## src/rtl/lcm_pkg.sv

```systemverilog
package lcm_pkg;

   localparam int unsigned SYM_W = 10;

   function automatic int unsigned ones_in(input logic [9:0] v);
      int unsigned n;
      n = 0;
      for (int b = 0; b < 10; b++) begin
         if (v[b]) n++;
      end
      return n;
   endfunction

   // negative-disparity form of the 6-bit sub-block, abcdei with a at bit 5
   function automatic logic [5:0] six_of(input logic [4:0] x);
      logic [5:0] s;
      case (x)
         5'd0:  s = 6'b100111;  5'd1:  s = 6'b011101;
         5'd2:  s = 6'b101101;  5'd3:  s = 6'b110001;
         5'd4:  s = 6'b110101;  5'd5:  s = 6'b101001;
         5'd6:  s = 6'b011001;  5'd7:  s = 6'b111000;
         5'd8:  s = 6'b111001;  5'd9:  s = 6'b100101;
         5'd10: s = 6'b010101;  5'd11: s = 6'b110100;
         5'd12: s = 6'b001101;  5'd13: s = 6'b101100;
         5'd14: s = 6'b011100;  5'd15: s = 6'b010111;
         5'd16: s = 6'b011011;  5'd17: s = 6'b100011;
         5'd18: s = 6'b010011;  5'd19: s = 6'b110010;
         5'd20: s = 6'b001011;  5'd21: s = 6'b101010;
         5'd22: s = 6'b011010;  5'd23: s = 6'b111010;
         5'd24: s = 6'b110011;  5'd25: s = 6'b100110;
         5'd26: s = 6'b010110;  5'd27: s = 6'b110110;
         5'd28: s = 6'b001110;  5'd29: s = 6'b101110;
         5'd30: s = 6'b011110;  default: s = 6'b101011;
      endcase
      return s;
   endfunction

   // negative-disparity form of the 4-bit sub-block, fghj with f at bit 3
   function automatic logic [3:0] four_of(input logic [2:0] y, input logic alt7);
      logic [3:0] f;
      case (y)
         3'd0: f = 4'b1011;  3'd1: f = 4'b1001;
         3'd2: f = 4'b0101;  3'd3: f = 4'b1100;
         3'd4: f = 4'b1101;  3'd5: f = 4'b1010;
         3'd6: f = 4'b0110;  default: f = alt7 ? 4'b0111 : 4'b1110;
      endcase
      return f;
   endfunction

   function automatic logic [9:0] encode(input logic [7:0] d, input logic ctl,
                                         input logic rd_pos);
      logic [4:0] x;
      logic [2:0] y;
      logic [5:0] s;
      logic [3:0] f;
      logic       mid;
      logic       alt;
      logic [9:0] g;
      x = d[4:0];
      y = d[7:5];
      if (ctl && x == 5'd28) begin
         f = four_of(y, y == 3'd7);
         if (y == 3'd0 || y == 3'd3 || y == 3'd4 || y == 3'd7) f = ~f;
         g = {6'b001111, f};
         return rd_pos ? ~g : g;
      end
      s = six_of(x);
      if (rd_pos && (ones_in({4'b0, s}) != 3 || x == 5'd7)) s = ~s;
      mid = (ones_in({4'b0, s}) == 3) ? rd_pos : (ones_in({4'b0, s}) > 3);
      alt = ctl ||
            (!mid && (x == 5'd17 || x == 5'd18 || x == 5'd20)) ||
            ( mid && (x == 5'd11 || x == 5'd13 || x == 5'd14));
      f = four_of(y, alt);
      if (mid && (y == 3'd0 || y == 3'd3 || y == 3'd4 || y == 3'd7)) f = ~f;
      return {s, f};
   endfunction

   // one bit per 10-bit pattern: set when the encoder emits it at this disparity
   function automatic logic [1023:0] legal_map(input logic rd_pos);
      logic [1023:0] m;
      m = '0;
      for (int i = 0; i < 256; i++) m[encode(8'(i), 1'b0, rd_pos)] = 1'b1;
      for (int y = 0; y < 8; y++) m[encode({3'(y), 5'd28}, 1'b1, rd_pos)] = 1'b1;
      m[encode({3'd7, 5'd23}, 1'b1, rd_pos)] = 1'b1;
      m[encode({3'd7, 5'd27}, 1'b1, rd_pos)] = 1'b1;
      m[encode({3'd7, 5'd29}, 1'b1, rd_pos)] = 1'b1;
      m[encode({3'd7, 5'd30}, 1'b1, rd_pos)] = 1'b1;
      return m;
   endfunction

   function automatic logic next_disp(input logic [9:0] g, input logic rd_in);
      int unsigned w4;
      int unsigned w6;
      w4 = ones_in({6'b0, g[3:0]});
      w6 = ones_in({4'b0, g[9:4]});
      if (w4 != 2) return w4 > 2;
      if (w6 != 3) return w6 > 3;
      return rd_in;
   endfunction

endpackage

```

## src/rtl/lcm_symbol_check.sv

```systemverilog
module lcm_symbol_check #(
   parameter int unsigned CODE_W = 10
) (
   input  logic              clk,
   input  logic              rst_n,
   input  logic              lock,
   input  logic              grp_vld,
   input  logic [CODE_W-1:0] grp_code,
   output logic              viol
);
   localparam logic [1023:0] LEGAL_NEG = lcm_pkg::legal_map(1'b0);
   localparam logic [1023:0] LEGAL_POS = lcm_pkg::legal_map(1'b1);

   if (CODE_W != lcm_pkg::SYM_W) begin : g_bad_code_w
      $error("lcm_symbol_check: CODE_W must be 10");
   end

   logic disp_q;
   logic legal;
   logic checked;

   assign checked = grp_vld && lock;
   assign legal   = disp_q ? LEGAL_POS[grp_code] : LEGAL_NEG[grp_code];
   assign viol    = checked && !legal;

   always_ff @(posedge clk or negedge rst_n) begin
      if (!rst_n)       disp_q <= 1'b0;
      else if (!lock)   disp_q <= 1'b0;
      else if (grp_vld) disp_q <= lcm_pkg::next_disp(grp_code, disp_q);
   end

   // a clock edge with lock low leaves the disparity negative
   p_unlock_disp_neg_r4: assert property (@(posedge clk) disable iff (!rst_n)
      !lock |=> !disp_q);
   // no valid strobe, no disparity change
   p_idle_disp_holds_r9: assert property (@(posedge clk) disable iff (!rst_n)
      (lock && !grp_vld) |=> $stable(disp_q));
endmodule

```

## src/rtl/lcm_err_flags.sv

```systemverilog
module lcm_err_flags (
   input  logic clk,
   input  logic rst_n,
   input  logic lock,
   input  logic viol,
   output logic sticky,
   output logic pulse
);
   always_ff @(posedge clk or negedge rst_n) begin
      if (!rst_n)     sticky <= 1'b0;
      else if (!lock) sticky <= 1'b0;
      else if (viol)  sticky <= 1'b1;
   end

   always_ff @(posedge clk or negedge rst_n) begin
      if (!rst_n) pulse <= 1'b0;
      else        pulse <= viol;
   end

   // every pulse comes with the level set
   p_pulse_has_level_r3: assert property (@(posedge clk) disable iff (!rst_n)
      pulse |-> sticky);
   // the level holds while the link stays in lock
   p_level_holds_r3: assert property (@(posedge clk) disable iff (!rst_n)
      (sticky && lock) |=> sticky);
   // losing lock clears the level
   p_unlock_clears_r4: assert property (@(posedge clk) disable iff (!rst_n)
      !lock |=> !sticky);
endmodule

```

## src/rtl/lcm_err_count.sv

```systemverilog
module lcm_err_count #(
   parameter int unsigned CNT_W = 8
) (
   input  logic             clk,
   input  logic             rst_n,
   input  logic             bump,
   output logic [CNT_W-1:0] cnt
);
   localparam logic [CNT_W-1:0] CNT_TOP = '1;

   if (CNT_W < 1 || CNT_W > 32) begin : g_bad_cnt_w
      $error("lcm_err_count: CNT_W out of range");
   end

   always_ff @(posedge clk or negedge rst_n) begin
      if (!rst_n)                      cnt <= '0;
      else if (bump && cnt != CNT_TOP) cnt <= cnt + 1'b1;
   end

   // once full the count stays full
   p_no_wrap_r6: assert property (@(posedge clk) disable iff (!rst_n)
      (cnt == CNT_TOP) |=> (cnt == CNT_TOP));
   // without a violation the count does not move
   p_quiet_holds_r6: assert property (@(posedge clk) disable iff (!rst_n)
      !bump |=> $stable(cnt));
endmodule

```

## src/rtl/line_code_monitor.sv

```systemverilog
module line_code_monitor #(
   parameter int unsigned CODE_W   = 10,
   parameter int unsigned CNT_W    = 8,
   parameter int unsigned ADDR_W   = 8,
   parameter int unsigned DATA_W   = 8,
   parameter int unsigned CNT_ADDR = 'h1D
) (
   input  logic              clk,
   input  logic              rst_n,
   input  logic              lock,
   input  logic              grp_vld,
   input  logic [CODE_W-1:0] grp_code,
   input  logic [ADDR_W-1:0] rd_addr,
   output logic [DATA_W-1:0] rd_data,
   output logic              err_sticky,
   output logic              err_pulse
);
   localparam logic [ADDR_W-1:0] CNT_SEL = ADDR_W'(CNT_ADDR);
   localparam logic [CNT_W-1:0]  CNT_TOP = '1;

   if (DATA_W < CNT_W) begin : g_bad_data_w
      $error("line_code_monitor: DATA_W must hold the count");
   end
   if (ADDR_W < 32 && CNT_ADDR >= (1 << ADDR_W)) begin : g_bad_addr
      $error("line_code_monitor: CNT_ADDR does not fit ADDR_W");
   end

   logic             viol;
   logic [CNT_W-1:0] cnt;
   logic [DATA_W-1:0] cnt_wide;

   lcm_symbol_check #(.CODE_W(CODE_W)) u_check (
      .clk      (clk),
      .rst_n    (rst_n),
      .lock     (lock),
      .grp_vld  (grp_vld),
      .grp_code (grp_code),
      .viol     (viol)
   );

   lcm_err_flags u_flags (
      .clk    (clk),
      .rst_n  (rst_n),
      .lock   (lock),
      .viol   (viol),
      .sticky (err_sticky),
      .pulse  (err_pulse)
   );

   lcm_err_count #(.CNT_W(CNT_W)) u_count (
      .clk   (clk),
      .rst_n (rst_n),
      .bump  (viol),
      .cnt   (cnt)
   );

   if (DATA_W == CNT_W) begin : g_same_w
      assign cnt_wide = cnt;
   end else begin : g_pad_w
      assign cnt_wide = {{(DATA_W-CNT_W){1'b0}}, cnt};
   end

   assign rd_data = (rd_addr == CNT_SEL) ? cnt_wide : '0;

   // each pulse matches one count step, or the count is already full
   p_pulse_steps_count_r5: assert property (@(posedge clk) disable iff (!rst_n)
      err_pulse |-> (cnt == CNT_W'($past(cnt) + 1'b1)) ||
                    (cnt == CNT_TOP && $past(cnt) == CNT_TOP));
   // no pulse, no count change
   p_no_pulse_no_step_r6: assert property (@(posedge clk) disable iff (!rst_n)
      !err_pulse |-> (cnt == $past(cnt)));
endmodule

```

## config.mk

```make
export PLATFORM = sky130hd
export DESIGN_NAME = line_code_monitor
export DESIGN_NICKNAME = d
export VERILOG_FILES = /design/src/rtl/lcm_pkg.sv /design/src/rtl/lcm_symbol_check.sv /design/src/rtl/lcm_err_flags.sv /design/src/rtl/lcm_err_count.sv /design/src/rtl/line_code_monitor.sv
export SDC_FILE = /design/constraint.sdc
export NUM_CORES = 1
export LEC_CHECK = 0
export ABC_AREA = 0
export BUFFER_PORTS_ARGS = -buffer_cell sky130_fd_sc_hd__buf_4
export CAP_MARGIN = 20
export CORE_MARGIN = 2
export CORE_UTILIZATION = 30
export CTS_BUF_LIST = sky130_fd_sc_hd__clkbuf_8
export CTS_CLUSTER_DIAMETER = 150
export DETAILED_ROUTE_END_ITERATION = 6
export PLACE_DENSITY = 0.6
export SETUP_SLACK_MARGIN = 0.02
export SLEW_MARGIN = 25
export SYNTH_ARGS = -nofsm -noshare
export SYNTH_HDL_FRONTEND = slang
export SYNTH_SLANG_ARGS = --single-unit
export TNS_END_PERCENT = 30
```

## constraint.sdc

```tcl
create_clock -name clk -period 3 [get_ports clk]
set_input_delay 0.9 -clock clk [delete_from_list [all_inputs] [get_ports clk]]
set_output_delay 0.9 -clock clk [all_outputs]
set_load 0.1 [all_outputs]
```

==> parameters.txt <==
Parameter                              Value

STA
  Setup repair after global routing missed its margin    true
  Fmax    331 MHz
  Tightest slew margin relative to the limit    66.7%
  Number of endpoints with negative hold slack in the final report    0
  Minimum hold slack    0.482 ns
  Share of the cycle needed by the critical path after routing    101%
  Total Neg Setup Slack    -0.0437 ns
  Clock period minus final worst setup slack    3.03 ns
  Number of slew-limit violations in the final report    0
  Worst-case setup margin in the final layout    -0.0251 ns
  Post-Route Skew    0.000706 ns
  Final-report setup violation count    2
  Actual transition at the worst max-transition pin    0.495 ns

Floorplan
  Core area    0.00557 mm2
  Die Ht    80.2 um
  Die footprint    0.00644 mm2
  # rows    27
  Num ports    32
  Starting Density    31.3%
  Die extent in x    80.2 um

Clock tree
  Maximum clock insertion buffer count    2
  Clock-pin slew on the worst setup and hold paths    0.05 ns
  Insertion delay of the later-clocked pin in the worst-skew pair    0.24 ns
  CTS tree    yes
  TritonCTS buffer count    3
  Clock Root Buffer    sky130_fd_sc_hd__clkbuf_8
  H-Tree Depth    1
  Count of hold buffers inserted by post-cts repair    0
  Number of clock sinks    11

Synthesis
  Post-synthesis adder-cell area fraction    10.1%
  Synth Area in Compound Gates    18.9%
  Combinational family with the most area after synthesis    simple AND/OR/NAND/NOR gates
  Post-Synth Simple-Gate Area    30.3%
  Leading area contributor after synthesis    sky130_fd_sc_hd__dfrtp_1
  Top cells by area, synth    sky130_fd_sc_hd__dfrtp_1 16%, sky130_fd_sc_hd__ha_1 10%, sky130_fd_sc_hd__buf_6 5.8%
  Fraction of synthesis flops using an asynchronous set or reset pin    100%
  Multiplexer area fraction after synthesis    7.39%
  Most used flip-flop cell after synthesis    sky130_fd_sc_hd__dfrtp_1
  Post-Synthesis Mean Instance Area    8.46 um2
  Synthesized instance count    206
  Total standard cell area after synthesis    0.00174 mm2
  Number of unique standard cell types used by synthesis    61
  Register bit total from synthesis    11
  Number of synthesis warnings    0
  Count of flip-flops with a built-in enable after synthesis    0
  Xor-xnor portion of the synthesized cell area    7.54%
  Top cells by instance count after synthesis    16 x sky130_fd_sc_hd__nand2_1, 14 x sky130_fd_sc_hd__ha_1, 13 x sky130_fd_sc_hd__nor2_1
  Syn nets    242
  Synth top area share    15.8%
  Fraction of the yosys area taken by sequential cells    15.8%
  Dominant cell by count in the synthesized netlist    sky130_fd_sc_hd__nand2_1

Worst setup path
  Reg2Reg Depth    8
  Crit Path Class    primary input to flop
  Required @ worst endpoint    3.12 ns
  CP max stage delay    0.38 ns
  Worst Path Max Fanout    6
  Cell occurring most often along the worst timing path    sky130_fd_sc_hd__ha_4
  Startpoint of the worst-slack reg-to-reg timing path    u_check.disp_q
  Crit end category    flop
  Crit path arrival time    3.15 ns
  Worst reg2reg endpoint    u_count.cnt[1]
  Critical-path cell list    buf_8, inv_4, ha_4, ha_4, and2b_2, a21o_1, a221o_1, a2111oi_4, nand4_4, nor2_4, mux2_4
  Nature of the critical path startpoint    primary input
  FF-to-FF setup slack    0.40 ns
  Standard cell with the maximum stage delay on the critical path    sky130_fd_sc_hd__a2111oi_4

Global route
  Remaining global-route overflow    0
  Initial antenna violation count    0
  Total global routing track utilization    14.3%
  Number of global-route vias before repair    1654
  Wire length of the first global-routing pass    7560 um
  Maximum number of pins on one net before global-route repair    20

Placed design
  Cell Count Post-Placement    344
  Instance area after placement    0.00237 mm2
  Half-perimeter wire length after detailed placement    3500 um
  Port-buffer cells    31
  Weighted congestion reported at the end of routability-driven placement    0.845

Cells and area
  Number of standard cells in the layout, taps in and fillers out    348
  Net count, final    313
  Diodes inserted    0
  Area Overhead vs Synth    45.6%
  Area taken by multi-input logic gates    0.00145 mm2
  Fill count    553
  Area taken by flip-flops and latches    275 um2
  Share of layout cells above drive strength 1    44.9%
  Final standard cell area without fillers    0.00254 mm2

Power and ir drop
  Design Power    0.833 mW
  Leakage    1.15 nW
  Maximum vdd ir drop    0.000178 V
  Total power density per cell area    328 mW/mm2

Detailed routing
  Final ANT Viol Nets    0
  Final wirelength    4460 um
  Met1 routed wirelength after detailed routing    2100 um
  Total via count after detailed routing    1758
  Metal3 WL    186 um
  Met2 Wirelength    2170 um
  Router iterations before antenna repair    4
  Via/cell ratio    5.05
  DRC violation total after the first TritonRoute iteration    85
  Highest signal layer in the routed design    met3
  Residual DRC count    0
  Per-cell routed wire length    12.8 um

Worst hold path
  Hold/Removal Path Class    flop to flop
  Start point of the worst min-delay path    u_count.cnt[4]
  Worst hold path endpoint    u_count.cnt[4]
  Hold Path Cell Cnt    1

Run status
  Run status    finished with violations
  Violations in the final reports    setup timing

Job
  Total of max-cap violations    0
[worst max-delay path by stage]
stage | slack, ns | to | from
2_1_floorplan | -0.25 | rd_data[2] | rd_addr[5]
3_5_place_dp | -0.48 | u_count.cnt[1] | grp_code[1]
3_3_place_gp | -0.46 | u_count.cnt[1] | grp_code[1]
4_1_cts | -0.05 | u_count.cnt[1] | grp_code[0]
6_report | -0.03 | u_count.cnt[1] | grp_code[0]
5_1_grt | -0.13 | u_count.cnt[7] | grp_code[0]
[metrics by stage]
stage                     util, %  setup slack (ns)
final                        45.5           -0.0251
after global routing         45.5            -0.133
after CTS                    44.5           -0.0510
after detailed placement     42.6            -0.478
after global placement       42.6            -0.455
after floorplan                 -            -0.245
[cell usage in the layout (no fill, tap or decap), types with 2 or more instances in the layout]
master                      count
sky130_fd_sc_hd__and3_1         3
sky130_fd_sc_hd__inv_1         10
sky130_fd_sc_hd__mux2_4         4
sky130_fd_sc_hd__nor3b_1        2
sky130_fd_sc_hd__and2_1         6
sky130_fd_sc_hd__nor2_1        13
sky130_fd_sc_hd__a221oi_2       2
sky130_fd_sc_hd__ha_2           2
sky130_fd_sc_hd__buf_6          3
sky130_fd_sc_hd__ha_1           8
sky130_fd_sc_hd__and2b_2        2
sky130_fd_sc_hd__mux2i_1        4
sky130_fd_sc_hd__o22ai_1        2
sky130_fd_sc_hd__mux2_2         2
sky130_fd_sc_hd__ha_4           4
sky130_fd_sc_hd__o2111ai_1      2
sky130_fd_sc_hd__and2_2         2
sky130_fd_sc_hd__nand2_1       15
sky130_fd_sc_hd__a21o_1         4
sky130_fd_sc_hd__nor4_1         4
sky130_fd_sc_hd__nand2b_1       3
sky130_fd_sc_hd__xor2_1         9
sky130_fd_sc_hd__nand4_1        2
sky130_fd_sc_hd__xnor2_1        4
sky130_fd_sc_hd__o21ai_0        4
sky130_fd_sc_hd__a31oi_1        2
sky130_fd_sc_hd__buf_4         72
sky130_fd_sc_hd__nor3_1         8
sky130_fd_sc_hd__dfrtp_1       11
sky130_fd_sc_hd__a21oi_1        7
sky130_fd_sc_hd__clkbuf_8       3
sky130_fd_sc_hd__nand3_1       11
[per-layer routing]
layer | up-vias | track usage, %
li1 | 891 | -
met1 | 825 | 19.0
met2 | 42 | 25.5
met3 | 0 | 2.36
met4 | 0 | 1.02
met5 | - | 0
[power breakdown]
group	internal, mW	leakage [nW]	total [mW]	switching (mW)
Sequential	0.185	0.144	0.237	0.0522
Clock	0.0896	0.0269	0.142	0.0528
Combinational	0.232	0.975	0.454	0.222
[critical path: cells and delay by family]
family | cells | cell delay, ns
multiplexers | 1 | 0.30
buffers and inverters | 2 | 0.15
AND/OR/NAND/NOR | 3 | 0.56
adder cells (fa/ha/maj) | 2 | 0.34
AO/OA/AOI/OAI | 3 | 0.88
[sequential cells by signal, summed over array words and instances (netlist names)]
name,cells
u_flags.pulse,1
u_count.cnt,8
u_check.disp_q,1
u_flags.sticky,1
[final cells by class]
class,instances,share of cell area (%)
multi-input combinational,171,57.1
inverter,13,2.66
clock inverter,1,0.148
clock buffer,3,1.63
tap,72,3.55
sequential,11,10.8
timing repair buffer,77,24.0
[what timing repair did]
item | in CTS | in global routing
gates resized for setup | 15 | 11
setup endpoints to repair | 11 | 12
pin swaps | 14 | 1
hold endpoints to repair | 0 | 0
setup buffers | 0 | 0
gates cloned | 0 | 0
[cells by family after synthesis]
group	after synthesis
AOI/OAI and AO/OA	42
xor gates and xnor gates	15
adders and majority gates	14
buffers and inverters	24
DFF	11
muxes	11
and+or+nand+nor	89
Power figures use the tool's default switching activity.
